`src/rtl/sfl_tx_pkg.sv`:
```
package sfl_tx_pkg;
   // Symbolic ordered-set codes, carried in the low byte of a control word.
   localparam logic [7:0] OS_IDLE      = 8'h00;
   localparam logic [7:0] OS_SOF_BASE  = 8'h10;  // + {pio1, pio2, dir}
   localparam logic [7:0] OS_STAT_BASE = 8'h20;  // + {nrdy, ovf}
   localparam logic [7:0] OS_CLOSE_FRM = 8'h30;
   localparam logic [7:0] OS_CLOSE_MRK = 8'h31;
   localparam logic [7:0] OS_PAD_BASE  = 8'h40;  // four padding codes, reserved

   // Phase names what the framer will put out next.
   typedef enum logic [1:0] {
      PH_WAIT  = 2'd0,  // idle or start code
      PH_BODY  = 2'd1,  // data, idle fill or status code
      PH_CLOSE = 2'd2,  // closing code
      PH_TAIL  = 2'd3   // mandatory idle after close
   } phase_t;

   function automatic logic [31:0] os_word(input logic [7:0] code);
      return {24'h000000, code};
   endfunction
endpackage

```
`src/rtl/sfl_code_sel.sv`:
```
module sfl_code_sel
   import sfl_tx_pkg::*;
(
   input  logic       pio1,
   input  logic       pio2,
   input  logic       dir_n,
   input  logic       nrdy_n,
   input  logic       fifo_ovf,
   output logic [7:0] sof_code,
   output logic [7:0] stat_code
);
   // Both active-low inputs are sent active high on the link.
   always_comb begin
      sof_code  = OS_SOF_BASE  | {5'b0, pio1, pio2, ~dir_n};
      stat_code = OS_STAT_BASE | {6'b0, ~nrdy_n, fifo_ovf};
   end
endmodule

```
`src/rtl/sfl_payload_ctr.sv`:
```
module sfl_payload_ctr #(
   parameter int MAX_PAYLOAD = 1024
) (
   input  logic clk,
   input  logic rst_n,
   input  logic clear,
   input  logic step,
   output logic at_last
);
   localparam int CW = (MAX_PAYLOAD > 1) ? $clog2(MAX_PAYLOAD) : 1;

   generate
      if (MAX_PAYLOAD == 1) begin : g_single
         // Every word fills the frame.
         assign at_last = 1'b1;
      end else begin : g_count
         logic [CW-1:0] cnt_q;
         always_ff @(posedge clk or negedge rst_n) begin
            if (!rst_n)     cnt_q <= '0;
            else if (clear) cnt_q <= '0;
            else if (step)  cnt_q <= cnt_q + 1'b1;
         end
         assign at_last = (cnt_q == CW'(MAX_PAYLOAD - 1));
      end
   endgenerate
endmodule

```
`src/rtl/sfl_tx_framer.sv`:
```
module sfl_tx_framer
   import sfl_tx_pkg::*;
#(
   parameter int MAX_PAYLOAD  = 1024,
   parameter int IDLE_SPACING = 4096
) (
   input  logic        clk,
   input  logic        rst_n,
   input  logic        in_valid,
   output logic        in_ready,
   input  logic [31:0] in_data,
   input  logic        in_last,
   input  logic        in_sync,
   input  logic        in_pio1,
   input  logic        in_pio2,
   input  logic        in_dir_n,
   input  logic        in_nrdy_n,
   input  logic        in_fifo_ovf,
   output logic [31:0] out_word,
   output logic        out_ctrl
);
   localparam int RW = $clog2(IDLE_SPACING + 1);

   // Elaboration-time parameter checks
   if (MAX_PAYLOAD < 1) begin : g_bad_len
      $error("MAX_PAYLOAD must be at least 1");
   end
   if (MAX_PAYLOAD + 3 >= IDLE_SPACING) begin : g_bad_spacing
      $error("MAX_PAYLOAD+3 must stay below IDLE_SPACING");
   end

   phase_t      phase_q;
   logic        closing_q;
   logic        sync_q;
   logic [7:0]  stat_q;
   logic [7:0]  sof_code;
   logic [7:0]  stat_code;
   logic        at_last;
   logic        accept;

   sfl_code_sel u_codes (
      .pio1     (in_pio1),
      .pio2     (in_pio2),
      .dir_n    (in_dir_n),
      .nrdy_n   (in_nrdy_n),
      .fifo_ovf (in_fifo_ovf),
      .sof_code (sof_code),
      .stat_code(stat_code)
   );

   sfl_payload_ctr #(.MAX_PAYLOAD(MAX_PAYLOAD)) u_ctr (
      .clk    (clk),
      .rst_n  (rst_n),
      .clear  (phase_q == PH_WAIT),
      .step   (accept),
      .at_last(at_last)
   );

   assign in_ready = (phase_q == PH_BODY) && !closing_q;
   assign accept   = in_valid && in_ready;

   always_ff @(posedge clk or negedge rst_n) begin
      if (!rst_n) begin
         phase_q   <= PH_WAIT;
         closing_q <= 1'b0;
         sync_q    <= 1'b0;
         stat_q    <= OS_STAT_BASE;
         out_word  <= os_word(OS_IDLE);
         out_ctrl  <= 1'b1;
      end else begin
         case (phase_q)
            PH_WAIT: begin
               out_ctrl <= 1'b1;
               if (in_valid) begin
                  out_word  <= os_word(sof_code);
                  phase_q   <= PH_BODY;
                  closing_q <= 1'b0;
               end else begin
                  out_word <= os_word(OS_IDLE);
               end
            end
            PH_BODY: begin
               if (closing_q) begin
                  out_word <= os_word(stat_q);
                  out_ctrl <= 1'b1;
                  phase_q  <= PH_CLOSE;
               end else if (in_valid) begin
                  out_word  <= in_data;
                  out_ctrl  <= 1'b0;
                  closing_q <= in_last || at_last;
                  stat_q    <= stat_code;
                  sync_q    <= in_sync;
               end else begin
                  out_word <= os_word(OS_IDLE);
                  out_ctrl <= 1'b1;
               end
            end
            PH_CLOSE: begin
               out_word <= os_word(sync_q ? OS_CLOSE_MRK : OS_CLOSE_FRM);
               out_ctrl <= 1'b1;
               phase_q  <= PH_TAIL;
            end
            default: begin
               out_word <= os_word(OS_IDLE);
               out_ctrl <= 1'b1;
               phase_q  <= PH_WAIT;
            end
         endcase
      end
   end

   // Run length of consecutive non-idle output words, for the spacing check.
   logic [RW-1:0] run_q;
   wire out_is_idle  = out_ctrl && (out_word == os_word(OS_IDLE));
   wire out_is_stat  = out_ctrl && (out_word[31:2] == {24'h0, OS_STAT_BASE[7:2]});
   wire out_is_close = out_ctrl && (out_word[31:1] == {24'h0, OS_CLOSE_FRM[7:1]});

   always_ff @(posedge clk or negedge rst_n) begin
      if (!rst_n)           run_q <= '0;
      else if (out_is_idle) run_q <= '0;
      else if (run_q != RW'(IDLE_SPACING)) run_q <= run_q + 1'b1;
   end

   assert_data_passes_R3: assert property (@(posedge clk) disable iff (!rst_n)
      (in_valid && in_ready) |=> (!out_ctrl && out_word == $past(in_data)));

   assert_stat_then_close_R5: assert property (@(posedge clk) disable iff (!rst_n)
      out_is_stat |=> out_is_close);

   assert_close_then_idle_R6: assert property (@(posedge clk) disable iff (!rst_n)
      out_is_close |=> out_is_idle);

   assert_no_ready_at_stat_R6: assert property (@(posedge clk) disable iff (!rst_n)
      out_is_stat |-> !in_ready);

   assert_idle_spacing_R9: assert property (@(posedge clk) disable iff (!rst_n)
      run_q < RW'(IDLE_SPACING));
endmodule

```
`config.mk`:
```
export PLATFORM = sky130hd
export DESIGN_NAME = sfl_tx_framer
export DESIGN_NICKNAME = d
export VERILOG_FILES = /design/src/rtl/sfl_tx_pkg.sv /design/src/rtl/sfl_code_sel.sv /design/src/rtl/sfl_payload_ctr.sv /design/src/rtl/sfl_tx_framer.sv
export SDC_FILE = /design/constraint.sdc
export NUM_CORES = 1
export LEC_CHECK = 0
export ABC_AREA = 1
export ABC_CLOCK_PERIOD_IN_PS = 2200
export BUFFER_PORTS_ARGS = -buffer_cell sky130_fd_sc_hd__buf_2
export CAP_MARGIN = 0
export CORE_UTILIZATION = 40
export DETAILED_ROUTE_END_ITERATION = 10
export PLACE_DENSITY = 0.75
export SLEW_MARGIN = 15
export SYNTH_ARGS = -nofsm -noshare
export SYNTH_HDL_FRONTEND = slang
export SYNTH_SLANG_ARGS = --single-unit
```
`constraint.sdc`:
```
create_clock -name clk -period 2.2 [get_ports clk]
set_input_delay 0.44 -clock clk [delete_from_list [all_inputs] [get_ports clk]]
set_output_delay 0.44 -clock clk [all_outputs]
set_load 0.05 [all_outputs]
```
==> flow_metrics.tcl, run 1 <==
set metrics [dict create \
    outcome "finished, final reports clean" \
    ir_drop_uv 557 \
    period_share_pct 92.9 \
    power.density_nw_per_um2 981 \
    rr_startpoint "phase_q[1]$_DFFE_PN0P_" \
    grt_max_degree 30 \
    slew_violations 0 \
    die_w_um 73.6 \
    cp_slowest_cell "dfrtp_1" \
    wl_per_cell_um 11.5 \
    timing.rr.end "u_ctr.g_count.cnt_q[6]$_DFFE_PN0P_" \
    htreeDepth 2 \
    syn_nets 271 \
    synth_simple_gate_area_share_pct 19.7 \
    cp.arrival_ps 1600 \
    io_pins 76 \
    antenna_found_initial 0 \
    synth-compound-area-share_pct 6.96 \
    hold_class "in2async" \
    ctsLongestPathBuffers 2 \
    worstMarginPinSlew_ps 481 \
    io_buffers 75 \
    start_kind "register" \
    synthTopCellsByArea "dfrtp_1 (59%), inv_1 (7.9%), nor2_1 (7.9%), nand2_1 (7.0%), ha_1 (3.1%)" \
    finalHoldViolCount 0 \
    die_y_um 73.6 \
    post-place-ws_ps 431 \
    num_antenna_cells 0 \
    num_rows 25 \
    fin_setup_tns_ps 0 \
    rr_worst_depth 7 \
    async_flop_share_pct 100 \
    ff2ff_setup_slack_ps 390 \
    achievable-frequency_mhz 489 \
    synth_top_flop_cell "dfrtp_1" \
    p_leak_nw 1.53 \
    grt_pass1_vias 1590 \
    dp_hpwl_um 3140 \
    vias 1682 \
    synthCells 224 \
    synth_edf_count 0 \
    synth.avg_cell_area_um2 9.14 \
    dieArea_um2 5410 \
    yosysSeqAreaShare_pct 59.9 \
    worst-path-max-fanout 7 \
    postCtsResizedCells 0 \
    drtAntennaViolNets 0 \
    dr.first_iter.drc_count 82 \
    crit_required_ps 1760 \
    synth_area_um2 2050 \
    clkTransAtPathRegs_ps 90 \
    start_util_pct 42.5 \
    synth-adder-area-share_pct 3.05 \
    period_needed_ps 2040 \
    synth-xor-area-share_pct 0 \
    grt_pass1_wl_um 7070 \
    yosys.area.top_type_share_pct 58.6 \
    crit_path_start "phase_q[1]$_DFFE_PN0P_" \
    path_cells "inv_1 > ha_1 > inv_1 > nor2_1 > buf_2" \
    slew_headroom_pct 68.0 \
    crit_path_max_incr_delay_ps 410 \
    setup_viol 0 \
    end_kind "primary output" \
    yosysWarnings 0 \
    fin_nets 351 \
    critPathMostFrequentCell "inv_1" \
    syn2layout_area_growth_pct 26.3 \
    drive_gt1_share_pct 30.2 \
    synth_top_cell_by_area "dfrtp_1" \
    routed_via_density 4.52 \
    crit_type "reg2out" \
    core_um2 4820 \
    cts_setup_buffers 0 \
    synth_cell_types 22 \
    clock_latency_ps 310 \
    cts.sinks 49 \
    grtUsageTotal_pct 17.9 \
    finalClockSkew_ps 5.33 \
    synth.ff_latch_count 49 \
    synth.area.mux_share_pct 0 \
    rsz0062_at_grt "false" \
    firstDrtPassIters 4 \
    synth_top_family_by_area "simple AND/OR/NAND/NOR gates" \
    numCtsBuffers 5 \
    drc_errors 0 \
    cts_root_buf "clkbuf_8" \
    cts_hold_buf 0 \
    maxCapViolCount 0 \
    drt_wl_total_um 4270 \
    grt_overflow 0 \
    timing.final.ws_setup_ps 157 \
    cts_tree "done" \
    gp_congestion 0.832 \
]
cells by family after synthesis:
kind of cell / after synthesis
adders and majority gates: 5
AOI/OAI and AO/OA: 26
and+or+nand+nor: 96
DFF: 49
buffers and inverters: 48
area by class of cell:
cell class	instances	area [um^2]
clock buffer	6	82.6
clock inverter	2	17.5
fill	444	2230
inverter	44	165
multi-input combinational	127	608
sequential	49	1230
tap	67	83.8
timing repair buffer	77	403
stage by stage:
step	power [mW]	utilization, %	hold slack (ps)	std cells	cell area, um^2
5_1_grt	2.71	53.7	103	372	2590
6_report	2.54	53.7	75.6	372	2590
2_1_floorplan	1.79	-	144	224	2050
4_1_cts	2.56	53.7	82.9	372	2590
3_3_place_gp	1.96	51.6	423	364	2490
3_5_place_dp	1.99	51.6	425	364	2490
layout by cell type, fill, tap and decap left out, drive strengths merged:
cell	synthesis	layout
o21ai	9	9
nand2	39	39
ha	5	5
dfrtp	48	48
a21oi	12	12
a31oi	1	1
clkinv	0	1
nand4	1	1
inv	44	45
nor3	1	1
o22ai	2	2
buf	3	77
o211ai	1	1
dfstp	1	1
clkbuf	1	6
nor2	44	44
nand3	11	11
o21a	1	1
how the worst max path moves through the flow:
stage,to,slack (ps),cells after the start
after floorplan,in_ready,280,4
after global placement,u_ctr.g_count.cnt_q[6]$_DFFE_PN0P_,540,7
after detailed placement,u_ctr.g_count.cnt_q[6]$_DFFE_PN0P_,430,7
after CTS,in_ready,150,5
after global routing,in_ready,50,5
final,in_ready,160,5
sequential cells by signal (all words and copies together) (netlist names):
register             cells
out_word                32
stat_q                   2
sync_q                   1
phase_q                  2
closing_q                1
u_ctr.g_count.cnt_q     10
out_ctrl                 1
metal layers:
metal  vias up  share of wire, %  routed length (um)  GRT usage, %
met5         -                 0                   0             0
met4         0               1.1                  46          6.41
met2        71                47                2000          27.5
li1        837                 -                   -             -
met3         8                11                 477          9.05
met1       766                41                1750          21.6
critical path, delay by kind of cell (launching register included):
family / cells / cell delay, ps
DFF: 1 / 410
adders and majority gates: 1 / 310
and+or+nand+nor: 1 / 80
buffers and inverters: 3 / 480
Yosys cell counts (2+ instances only):
cell and count:
a21oi_1 11, buf_6 3, dfrtp_1 48, ha_1 5
inv_1 43, nand2_1 38, nand3_1 10, nor2_1 43
o21ai_0 9, o22ai_1 2
report_power, final:
part | switching (mW) | internal (mW) | total (mW) | leakage, nW
Clock | 0.308 | 0.261 | 0.569 | 0.0518
Combinational | 0.633 | 0.232 | 0.866 | 0.817
Sequential | 0.0713 | 1.03 | 1.11 | 0.664
Note: power is estimated with default switching activity, not from simulation.
==> run 2, diff against run 1 <==
Settings changed: PLACE_DENSITY 0.75 to 0.67.
==> flow_metrics.tcl, run 2 (same netlist as run 1, synthesis figures left out) <==
set metrics [dict create \
    start_util_pct 42.5 \
    die_w_um 73.6 \
    finalHoldViolCount 0 \
    htreeDepth 2 \
    power.total_mw 2.63 \
    largest_register_ff_count 32 \
    power.density_nw_per_um2 1010 \
    clkTransAtPathRegs_ps 90 \
    outcome "finished, final reports clean" \
    firstDrtPassIters 4 \
    layout.cells.non_filler 371 \
    final_cell_mix "buf_2 (75), dfrtp_1 (48), inv_1 (43), nor2_1 (43), nand2_1 (38)" \
    numCtsBuffers 5 \
    hold_class "in2async" \
    io_buffers 75 \
    period_needed_ps 2050 \
    grt_pass1_wl_um 6730 \
    end_kind "primary output" \
    slew_violations 0 \
    largest-register "out_word" \
    die_y_um 73.6 \
    crit_type "reg2out" \
    period_share_pct 93.0 \
    fin_setup_tns_ps 0 \
    place_inst 363 \
    drive_gt1_share_pct 29.9 \
    grtUsageTotal_pct 16.5 \
    rr_worst_depth 7 \
    drtAntennaViolNets 0 \
    worst-path-max-fanout 7 \
    cts_tree "done" \
    grt_pass1_vias 1609 \
    n_fill_cell 470 \
    dieArea_um2 5410 \
    routed_via_density 4.34 \
    drt_wl_total_um 4000 \
    ctsLongestPathBuffers 2 \
    final_common_cell "buf_2" \
    cts_setup_buffers 0 \
    dp_hpwl_um 2960 \
    num_rows 25 \
    start_kind "register" \
    fin_nets 350 \
    wl_per_cell_um 10.8 \
    antenna_found_initial 0 \
    postCtsResizedCells 0 \
    cts.sinks 49 \
    vias 1611 \
    cts_root_buf "clkbuf_8" \
    core_um2 4820 \
    postLayoutCoreUtil_pct 54.0 \
    setup_viol 0 \
    crit_required_ps 1760 \
    reg_top3 "out_word: 32 flops, u_ctr.g_count.cnt_q: 10 flops" \
    num_antenna_cells 0 \
    grt_overflow 0 \
    achievable-frequency_mhz 489 \
    gp_congestion 0.809 \
    slew_headroom_pct 75.6 \
    clock_latency_ps 300 \
    io_pins 76 \
    hold_slack_ps 33.4 \
    worstMarginPinSlew_ps 365 \
    grt_max_degree 37 \
    syn2layout_area_growth_pct 26.9 \
    drc_errors 0 \
    rsz0062_at_grt "false" \
    cp.arrival_ps 1610 \
    finalClockSkew_ps 4.10 \
    p_leak_nw 1.53 \
    dr.first_iter.drc_count 103 \
    ir_drop_uv 472 \
    cts_hold_buf 0 \
    maxCapViolCount 0 \
]
run 2: cell count changes in the layout (fill, tap and decap cells not counted):
cell,before,now
inv_6,1,0
clkinv_4,1,0
clkinvlp_4,0,1
buf_4,1,0
bufinv_16,0,1
run 2: final cells by class:
class,instances,area (um^2),area share (%)
Clock buffer,6,82.6,3.18
Tap cell,67,83.8,3.22
Timing Repair Buffer,76,395,15.2
Sequential cell,49,1230,47.2
Multi-Input combinational cell,127,608,23.4
Clock inverter,2,37.5,1.44
Inverter,44,165,6.35
run 2: worst paths after layout:
| check | from | endpoint | slack [ps] |
|---|---|---|---|
| hold / removal | rst_n | out_word[14]$_DFF_PN0_ | 30 |
| max in group asynchronous | rst_n | out_ctrl$_DFF_PN1_ | 1600 |
| min in group clk | in_data[9] | out_word[9]$_DFF_PN0_ | 340 |
| setup / recovery | phase_q[1]$_DFFE_PN0P_ | in_ready | 150 |
| hold reg to reg | stat_q[1]$_DFFE_PN0P_ | stat_q[1]$_DFFE_PN0P_ | 490 |
| setup reg to reg | phase_q[1]$_DFFE_PN0P_ | u_ctr.g_count.cnt_q[6]$_DFFE_PN0P_ | 340 |
run 2: report_power, final:
group          switching (mW)  internal, mW  total (mW)
Sequential             0.0729          1.03        1.11
Clock                   0.293         0.370       0.663
Combinational           0.628         0.230       0.858
Total                   0.995          1.63        2.63
run 2: metrics by stage:
| stage | area [um^2] | setup WS, ps |
|---|---|---|
| 6_report | 2600 | 155 |
| 5_1_grt | 2600 | 23.3 |
| 4_1_cts | 2600 | 148 |
| 3_5_place_dp | 2480 | 366 |
| 3_3_place_gp | 2480 | 451 |
| 2_1_floorplan | 2050 | 277 |
run 2: metal layers:
layer	track usage, %	wire length (um)	up-vias
met2	25.9	1760	59
met4	6.62	57	0
met3	7.27	371	6
met1	20.0	1800	715
met5	0	0	-
li1	-	-	831
run 2: worst max-delay path, stage by stage (launching register included):
cell	delay, ps
dfrtp_1	420
inv_1	140
ha_1	300
inv_1	90
nor2_1	100
buf_2	270
